**config.mk**
```make
export PLATFORM = sky130hd
export DESIGN_NAME = pio3_top
export DESIGN_NICKNAME = d
export VERILOG_FILES = /design/src/rtl/pio3_pkg.sv /design/src/rtl/pio3_host_decode.sv /design/src/rtl/pio3_ctrl.sv /design/src/rtl/pio3_lane.sv /design/src/rtl/pio3_top.sv
export SDC_FILE = /design/constraint.sdc
export NUM_CORES = 1
export LEC_CHECK = 0
export ABC_AREA = 0
export BUFFER_PORTS_ARGS = -buffer_cell sky130_fd_sc_hd__buf_2
export CORE_UTILIZATION = 40
export CTS_BUF_LIST = sky130_fd_sc_hd__clkbuf_8
export DETAILED_ROUTE_END_ITERATION = 8
export PLACE_DENSITY = 0.69
export RECOVER_POWER = 25
export SLEW_MARGIN = 30
export SYNTH_ARGS = -nofsm -noshare
export SYNTH_HDL_FRONTEND = slang
export SYNTH_SLANG_ARGS = --single-unit
export TNS_END_PERCENT = 30
```
**constraint.sdc**
```tcl
create_clock -name clk -period 2.6 [get_ports clk]
set_input_delay 0.13 -clock clk [delete_from_list [all_inputs] [get_ports clk]]
set_output_delay 0.13 -clock clk [all_outputs]
set_load 0.1 [all_outputs]
```
**src/rtl/pio3_pkg.sv**
```systemverilog
package pio3_pkg;
  localparam int unsigned DW = 8;
  localparam int unsigned AW = 2;
  localparam int unsigned NREG = 1 << AW;
  localparam int unsigned HW = DW / 2;
  localparam int unsigned IW = $clog2(DW);

  typedef enum logic [AW-1:0] {
    SEL_A    = 2'b00,
    SEL_B    = 2'b01,
    SEL_C    = 2'b10,
    SEL_CTRL = 2'b11
  } reg_sel_e;

  // control word bit positions (decoded by the port logic)
  localparam int unsigned CW_IO    = 7;
  localparam int unsigned CW_A_IN  = 4;
  localparam int unsigned CW_CU_IN = 3;
  localparam int unsigned CW_B_IN  = 1;
  localparam int unsigned CW_CL_IN = 0;

  localparam logic [DW-1:0] CW_RESET = 8'h9B;
endpackage

```
**src/rtl/pio3_host_decode.sv**
```systemverilog
module pio3_host_decode
  import pio3_pkg::*;
(
  input  logic          cs_n,
  input  logic          rd_n,
  input  logic          wr_n,
  input  logic [AW-1:0] addr,
  output logic [NREG-1:0] wr_sel,
  output logic          rd_req
);
  logic wr_act;

  assign wr_act = !cs_n && !wr_n;
  // a write strobe always wins over a simultaneous read strobe
  assign rd_req = !cs_n && !rd_n && wr_n;

  always_comb begin
    wr_sel = '0;
    if (wr_act) wr_sel[addr] = 1'b1;
  end
endmodule

```
**src/rtl/pio3_ctrl.sv**
```systemverilog
module pio3_ctrl
  import pio3_pkg::*;
(
  input  logic          clk,
  input  logic          rst,
  input  logic          wr_en,
  input  logic [DW-1:0] wr_data,
  output logic [DW-1:0] cfg_q,
  output logic          cfg_load,
  output logic [DW-1:0] bsr_mask,
  output logic          bsr_val,
  output logic          a_in,
  output logic          b_in,
  output logic          cu_in,
  output logic          cl_in
);
  logic [IW-1:0] bsr_idx;

  assign cfg_load = wr_en && wr_data[CW_IO];
  assign bsr_idx  = wr_data[IW:1];
  assign bsr_val  = wr_data[0];

  always_comb begin
    bsr_mask = '0;
    if (wr_en && !wr_data[CW_IO]) bsr_mask[bsr_idx] = 1'b1;
  end

  always_ff @(posedge clk) begin
    if (rst)           cfg_q <= CW_RESET;
    else if (cfg_load) cfg_q <= wr_data;
  end

  assign a_in  = cfg_q[CW_A_IN];
  assign b_in  = cfg_q[CW_B_IN];
  assign cu_in = cfg_q[CW_CU_IN];
  assign cl_in = cfg_q[CW_CL_IN];

  assert_bsr_keeps_cfg_R6: assert property (@(posedge clk) disable iff (rst)
    (wr_en && !wr_data[CW_IO]) |=> $stable(cfg_q));

  assert_cfg_stored_R5: assert property (@(posedge clk) disable iff (rst)
    cfg_load |=> (cfg_q == $past(wr_data)));

  assert_cfg_io_flag_R4: assert property (@(posedge clk) disable iff (rst)
    cfg_q[CW_IO]);
endmodule

```
**src/rtl/pio3_lane.sv**
```systemverilog
module pio3_lane #(
  parameter int unsigned W = 8
) (
  input  logic         clk,
  input  logic         rst,
  input  logic         clr,
  input  logic         wr_en,
  input  logic [W-1:0] wr_data,
  input  logic [W-1:0] bit_we,
  input  logic         bit_val,
  input  logic         is_input,
  input  logic [W-1:0] pin_in,
  output logic [W-1:0] lat_q,
  output logic [W-1:0] oe,
  output logic [W-1:0] rd_val
);
  always_ff @(posedge clk) begin
    if (rst || clr) begin
      lat_q <= '0;
    end else if (wr_en) begin
      lat_q <= wr_data;
    end else begin
      for (int k = 0; k < W; k++) begin
        if (bit_we[k]) lat_q[k] <= bit_val;
      end
    end
  end

  assign oe     = {W{!is_input}};
  assign rd_val = is_input ? pin_in : lat_q;

  assert_cfg_clears_latch_R5: assert property (@(posedge clk) disable iff (rst)
    clr |=> (lat_q == '0));

  assert_bsr_one_bit_R6: assert property (@(posedge clk) disable iff (rst)
    (!clr && !wr_en && (|bit_we)) |=> (((lat_q ^ $past(lat_q)) & ~$past(bit_we)) == '0));

  assert_idle_latch_R3: assert property (@(posedge clk) disable iff (rst)
    (!clr && !wr_en && !(|bit_we)) |=> $stable(lat_q));
endmodule

```
**src/rtl/pio3_top.sv**
```systemverilog
module pio3_top
  import pio3_pkg::*;
(
  input  logic          clk,
  input  logic          rst,
  input  logic          cs_n,
  input  logic          rd_n,
  input  logic          wr_n,
  input  logic [AW-1:0] addr,
  input  logic [DW-1:0] din,
  output logic [DW-1:0] dout,
  output logic          dout_oe,
  input  logic [DW-1:0] pa_in,
  output logic [DW-1:0] pa_out,
  output logic [DW-1:0] pa_oe,
  input  logic [DW-1:0] pb_in,
  output logic [DW-1:0] pb_out,
  output logic [DW-1:0] pb_oe,
  input  logic [DW-1:0] pc_in,
  output logic [DW-1:0] pc_out,
  output logic [DW-1:0] pc_oe
);
  logic [NREG-1:0] wr_sel;
  logic            rd_req;
  logic [DW-1:0]   cfg_q;
  logic            cfg_load;
  logic [DW-1:0]   bsr_mask;
  logic            bsr_val;
  logic            a_in, b_in, cu_in, cl_in;
  logic [DW-1:0]   pa_rd, pb_rd, pc_rd;
  logic [DW-1:0]   rd_mux;

  pio3_host_decode u_host (
    .cs_n   (cs_n),
    .rd_n   (rd_n),
    .wr_n   (wr_n),
    .addr   (addr),
    .wr_sel (wr_sel),
    .rd_req (rd_req)
  );

  pio3_ctrl u_ctrl (
    .clk      (clk),
    .rst      (rst),
    .wr_en    (wr_sel[SEL_CTRL]),
    .wr_data  (din),
    .cfg_q    (cfg_q),
    .cfg_load (cfg_load),
    .bsr_mask (bsr_mask),
    .bsr_val  (bsr_val),
    .a_in     (a_in),
    .b_in     (b_in),
    .cu_in    (cu_in),
    .cl_in    (cl_in)
  );

  pio3_lane #(.W(DW)) u_lane_a (
    .clk     (clk),
    .rst     (rst),
    .clr     (cfg_load),
    .wr_en   (wr_sel[SEL_A]),
    .wr_data (din),
    .bit_we  ('0),
    .bit_val (1'b0),
    .is_input(a_in),
    .pin_in  (pa_in),
    .lat_q   (pa_out),
    .oe      (pa_oe),
    .rd_val  (pa_rd)
  );

  pio3_lane #(.W(DW)) u_lane_b (
    .clk     (clk),
    .rst     (rst),
    .clr     (cfg_load),
    .wr_en   (wr_sel[SEL_B]),
    .wr_data (din),
    .bit_we  ('0),
    .bit_val (1'b0),
    .is_input(b_in),
    .pin_in  (pb_in),
    .lat_q   (pb_out),
    .oe      (pb_oe),
    .rd_val  (pb_rd)
  );

  // port C: two independently directed halves, h = 0 lower, h = 1 upper
  for (genvar h = 0; h < 2; h++) begin : g_pc_half
    localparam int unsigned LO = h * HW;
    pio3_lane #(.W(HW)) u_lane_c (
      .clk     (clk),
      .rst     (rst),
      .clr     (cfg_load),
      .wr_en   (wr_sel[SEL_C]),
      .wr_data (din[LO +: HW]),
      .bit_we  (bsr_mask[LO +: HW]),
      .bit_val (bsr_val),
      .is_input((h == 1) ? cu_in : cl_in),
      .pin_in  (pc_in[LO +: HW]),
      .lat_q   (pc_out[LO +: HW]),
      .oe      (pc_oe[LO +: HW]),
      .rd_val  (pc_rd[LO +: HW])
    );
  end

  always_comb begin
    case (reg_sel_e'(addr))
      SEL_A:   rd_mux = pa_rd;
      SEL_B:   rd_mux = pb_rd;
      SEL_C:   rd_mux = pc_rd;
      default: rd_mux = cfg_q;
    endcase
  end

  always_ff @(posedge clk) begin
    if (rst) begin
      dout    <= '0;
      dout_oe <= 1'b0;
    end else begin
      dout_oe <= rd_req;
      if (rd_req) dout <= rd_mux;
    end
  end

  assert_read_enable_R7: assert property (@(posedge clk) disable iff (rst)
    dout_oe |-> $past(!cs_n && !rd_n && wr_n));

  assert_cs_gate_R2: assert property (@(posedge clk) disable iff (rst)
    cs_n |=> (!dout_oe && $stable(pa_out) && $stable(pb_out) && $stable(pc_out)));

  assert_write_wins_R9: assert property (@(posedge clk) disable iff (rst)
    (!cs_n && !wr_n) |=> !dout_oe);

  assert_dir_apply_R4: assert property (@(posedge clk) disable iff (rst)
    cfg_load |=> (pa_oe == {DW{!$past(din[CW_A_IN])}}) && (pb_oe == {DW{!$past(din[CW_B_IN])}}));
endmodule

```
Word level (Yosys, flattened, before mapping):

Index checks and enable logic that the tools add are counted.
Widths: inputs -> output; s select.

* register bits: 41
* output and inout bits: 57

* $lt $le $gt $ge: 4
* eq/ne operators: 2
* multiplexer cells: 21
* reduce and logical (&&, ||, !) cells: 25

Operator list (number)
* $mux 8: 3
* $pmux 8 s3: 1
* $mux 4: 5
* $reduce_bool 2->1: 8
* $mux 1: 10
* $logic_not 1->1: 8
* $logic_and 1x1->1: 7
* $lt 3x4->1 const B: 1
* $demux 1 s3: 1
* $ge 3x1->1 const B: 1
* $lt 2x3->1 const B: 1
* $demux 1 s2: 1
* $eq 2x1->1 const B: 1
* $eq 2x2->1 const B: 1
* $ge 2x1->1 const B: 1
* $logic_not 2->1: 1
* $logic_or 1x1->1: 1

Logic depth before layout (Yosys ltp):

* depth in word-level cells: 9
* gate-level depth with buffers: 7
* gate-level depth less buffers: 4

By module:

A second synthesis with hierarchy kept.

* cells, all modules: 256
* area, all modules: 2687.6 um^2

By module, submodules not included
* pio3_lane (u_lane_a ...): instances 2, cells an instance 51, area each 544.3 um^2, sequential area each 160.2 um^2
* pio3_lane (g_pc_half[0].u_lane_c ...): instances 2, cells an instance 25, area each 285.3 um^2, sequential area each 80.1 um^2
* pio3_top: instances 1, cells an instance 50, area each 555.5 um^2, sequential area each 180.2 um^2
* pio3_ctrl: instances 1, cells an instance 49, area each 429.2 um^2, sequential area each 160.2 um^2
* pio3_host_decode: instances 1, cells an instance 5, area each 43.8 um^2, sequential area each 0.0 um^2

Worst setup path before layout:

OpenSTA, ideal clock, no wires.

* path kind: reg2out
* start point: register u_ctrl.cfg_q[1]
* end point: output pb_oe[1]
* data arrival time: 1.811 ns
* setup slack: 0.659 ns
* cell stages (with the launch flop): 5
* cell sequence: dfxtp_1 clkbuf_1 buf_1 inv_1 buf_4

* longest elaborated chain between the ends: 1

Ends and longest elaborated chain
* start: declaration: line pio3_ctrl.sv:8 `output logic [DW-1:0] cfg_q,`
* start signal: assignment: line pio3_ctrl.sv:30 `else if (cfg_load) cfg_q <= wr_data;`
* $logic_not 1->1: line pio3_lane.sv:29 `assign oe = {W{!is_input}};`
* end: declaration: line pio3_top.sv:18 `output logic [DW-1:0] pb_oe,`

No other way between the ends.

Worst setup path after layout:

* start point: input cs_n
* end point: register g_pc_half[0].u_lane_c.lat_q[3]

* longest elaborated chain between the ends: 6
* elaborated cells on any way between the ends: 9
* those cells by class: mux: 3; reduce/logical: 6

Ends and longest elaborated chain
* start: declaration: line pio3_top.sv:6 `input logic cs_n,`
* $logic_not 1->1 *: line pio3_host_decode.sv:13 `assign wr_act = !cs_n && !wr_n;`
* $logic_and 1x1->1 *: line pio3_host_decode.sv:13
* $mux 4 *: line pio3_host_decode.sv:19 `if (wr_act) wr_sel[addr] = 1'b1;`
* $logic_and 1x1->1: line pio3_ctrl.sv:25 `if (wr_en && !wr_data[CW_IO]) bsr_mask[bsr_idx] = 1'b1;`
* $mux 8: line pio3_ctrl.sv:25
* $reduce_bool 2->1 (no source line)
* end signal: assignment: line pio3_lane.sv:21 `lat_q <= wr_data;`
* end signal: indexed assignment: line pio3_lane.sv:24 `if (bit_we[k]) lat_q[k] <= bit_val;`
* end: declaration: line pio3_lane.sv:13 `output logic [W-1:0] lat_q,`

Mark *: on every way between the ends. The rest lies on a longest branch, timed or not.
A chain may end at the register's enable or synchronous reset.

==> results.yml <==
route:
  drc: 0
  vias: 2183
  firstDrtPassIters: 4
  ant_nets: 0
  drt-initial-drc-count: 140
  vias_per_cell: 5.364
  detail_route.wl_per_cell_um: 15.68
  drt_wl_total_um: 6381
global_route:
  grt_pass1_vias: 1897
  grt_overflow_total: 0
  antenna_found_initial: 0
  grt_max_degree: 20
  grt_first_pass_wirelength_um: 9929
  top_usage_layer: "met2"
  use_met1: 0.3050
  grtUsageMet2: 0.3195
  track_usage: 0.2155
  use_met3: 0.04471
critical_path:
  start_kind: "primary input"
  crit_chain: "clkbuf_1 > nor2_1 > nand4_1 > clkbuf_1 > nand2b_1 > buf_4 > a21oi_1"
  arrival_ns: 2.14
  critical-path-top-delay-family: "buffers and inverters"
  cp_slowest_stage_delay_ns: 0.48
  path_buf_inv: 3
  rrSetupSlack_ns: 1.12
  worstPathMaxFanout: 16
  cp.required_ns: 2.83
  crit_type: "in2reg"
  cp_slowest_cell: "clkbuf_1"
  cp_common_cell: "clkbuf_1"
  end_kind: "register"
timing:
  whs_ns: 0.1283
  hold_viol: 0
  slew_headroom: 0.2268
  finalSetupViolCount: 0
  skew_ns: 0.005946
  drv_slew: 0
  rsz0062_at_grt: "no"
  worst_slew_pin_slew_ns: 1.165
  fin_ws_ns: 0.6941
  period_needed_ns: 1.906
  period_share: 0.7330
  finalSetupTns_ns: 0
  fmax_ghz: 0.5247
placed_design:
  place.gp.congestion: 0.8045
  place_area_um2: 2619
  place_inst: 399
  port_buffers: 95
  dp_slack_ns: 0.9296
  dp_hpwl_um: 4794
floorplanning:
  initial_core_util: 0.4151
  io-pin-count: 96
  die_x_um: 77.83
  rows: 27
  die_y_um: 77.83
  die-area_um2: 6057
  core_area_um2: 5540
yosys:
  seq_area_frac_synth: 0.3569
  synth_ff_type: "dfxtp_1"
  yosys.cell_types.count: 36
  synth.area.top_cells: "dfxtp_1 (36%), mux2i_1 (12%), buf_4 (6.9%), nand2_1 (5.5%), a21oi_1 (5.2%)"
  async_flop_share: 0
  synth_cells: 272
  yosysWarnings: 0
  synth_top_area_frac: 0.3569
  yosysTopAreaCell: "dfxtp_1"
  ys_seq_elements: 41
  synth_area_um2: 2300
  avgSynthCellArea_um2: 8.455
  synth_edf_count: 0
  synth.net_count: 311
clock_network:
  clock_latency_ns: 0.30
  cts_made_buffers: 5
  post_cts_buffers: 0
  clk_pin_slew_ns: 0.08
  clock_path_buffers: 2
  cts_tree: "done"
  post_cts_resized: 0
  root_buffer: "clkbuf_8"
  cts_htree_levels: 2
  cts-hold-fix-buffers: 0
  cts.sink_count: 41
pwr:
  p_leak_nw: 1.315
  peakVddDrop_mv: 0.2320
  total_power_mw: 1.394
  power.density_nw_per_um2: 519.1
run:
  maxCapViolations: 0
status:
  status: "completed"
worst_hold_path:
  hold_path.class: "in2reg"
final_layout:
  nets: 373
  syn_to_final_growth_pct: 16.81
  stdcell_area_um2: 2686
  layout-drive-gt1-share: 0.3313
  n_antenna_cell: 0
  fin_cells: 407
  final_util: 0.4849
## layer usage
metal / vias to the layer above / share of wire / routed length, um
li1: 1053 / - / -
met2: 92 / 0.46 / 2945
met3: 9 / 0.080 / 508
met1: 1029 / 0.44 / 2829
met5: - / 0 / 0
met4: 0 / 0.015 / 97
## cell families after synthesis
family | Yosys count | share of synthesized area
compound gates | 70 | 0.1921
simple gates | 80 | 0.1893
buf+inv | 51 | 0.1300
mux | 30 | 0.1317
flops | 41 | 0.3569
## synthesized netlist by cell type, types with 3 or more instances
| library cell | instances |
|---|---|
| a211o_1 | 12 |
| a21oi_1 | 24 |
| a22oi_1 | 3 |
| a31o_1 | 3 |
| buf_2 | 11 |
| buf_4 | 21 |
| clkbuf_1 | 8 |
| dfxtp_1 | 41 |
| inv_1 | 8 |
| mux2i_1 | 28 |
| nand2_1 | 34 |
| nand4_1 | 3 |
| nor2_1 | 10 |
| nor2_2 | 8 |
| nor2b_1 | 9 |
| o21ai_0 | 16 |
| o22ai_1 | 8 |
## final timing paths
kind	start	endpoint	depth (start not counted)
worst min register to register	dout[2]	dout[2]	2
worst min-delay path	rst	u_ctrl.cfg_q[2]	2
worst max register to register	u_ctrl.cfg_q[1]	dout[0]	4
worst max-delay path	cs_n	g_pc_half[0].u_lane_c.lat_q[3]	7
## where the power goes
group	internal [mW]	switching (mW)	total [mW]	leakage (nW)
Sequential	0.642	0.0147	0.657	0.332
Combinational	0.0759	0.255	0.331	0.934
Clock	0.182	0.224	0.406	0.0491
Total	0.900	0.494	1.39	1.31
## registers in the layout, summed over array words and instances, names as in the netlist
| name | count |
|---|---|
| dout | 8 |
| dout_oe | 1 |
| g_pc_half.u_lane_c.lat_q | 8 |
| u_ctrl.cfg_q | 8 |
| u_lane_a.lat_q | 8 |
| u_lane_b.lat_q | 8 |
## area by class of cell
| class | count | area (um^2) |
|---|---|---|
| Sequential cell | 41 | 820.8 |
| Fill cell | 564 | 2854 |
| Tap cell | 72 | 90.09 |
| Clock inverter | 3 | 13.76 |
| Clock buffer | 5 | 68.82 |
| Multi-Input combinational cell | 180 | 1180 |
| Timing Repair Buffer | 98 | 483.0 |
| Inverter | 8 | 30.03 |
## placed cells by master, fill, tap and decap left out, types with 2 or more instances in the layout
cell type / n
a32oi_1: 2
mux2i_1: 28
a21oi_1: 24
o22ai_1: 8
clkinv_2: 2
nand4_1: 3
a22oi_1: 3
dfxtp_1: 41
a31o_1: 3
clkbuf_1: 10
mux2_2: 2
a41o_1: 2
clkbuf_8: 5
nand2b_1: 2
o21ai_0: 16
inv_1: 9
a211o_1: 12
buf_4: 2
buf_2: 86
nor4b_2: 2
nand2_1: 34
nor2_2: 8
nor2_1: 10
nor2b_1: 9
Power figures use the tool's default switching activity.
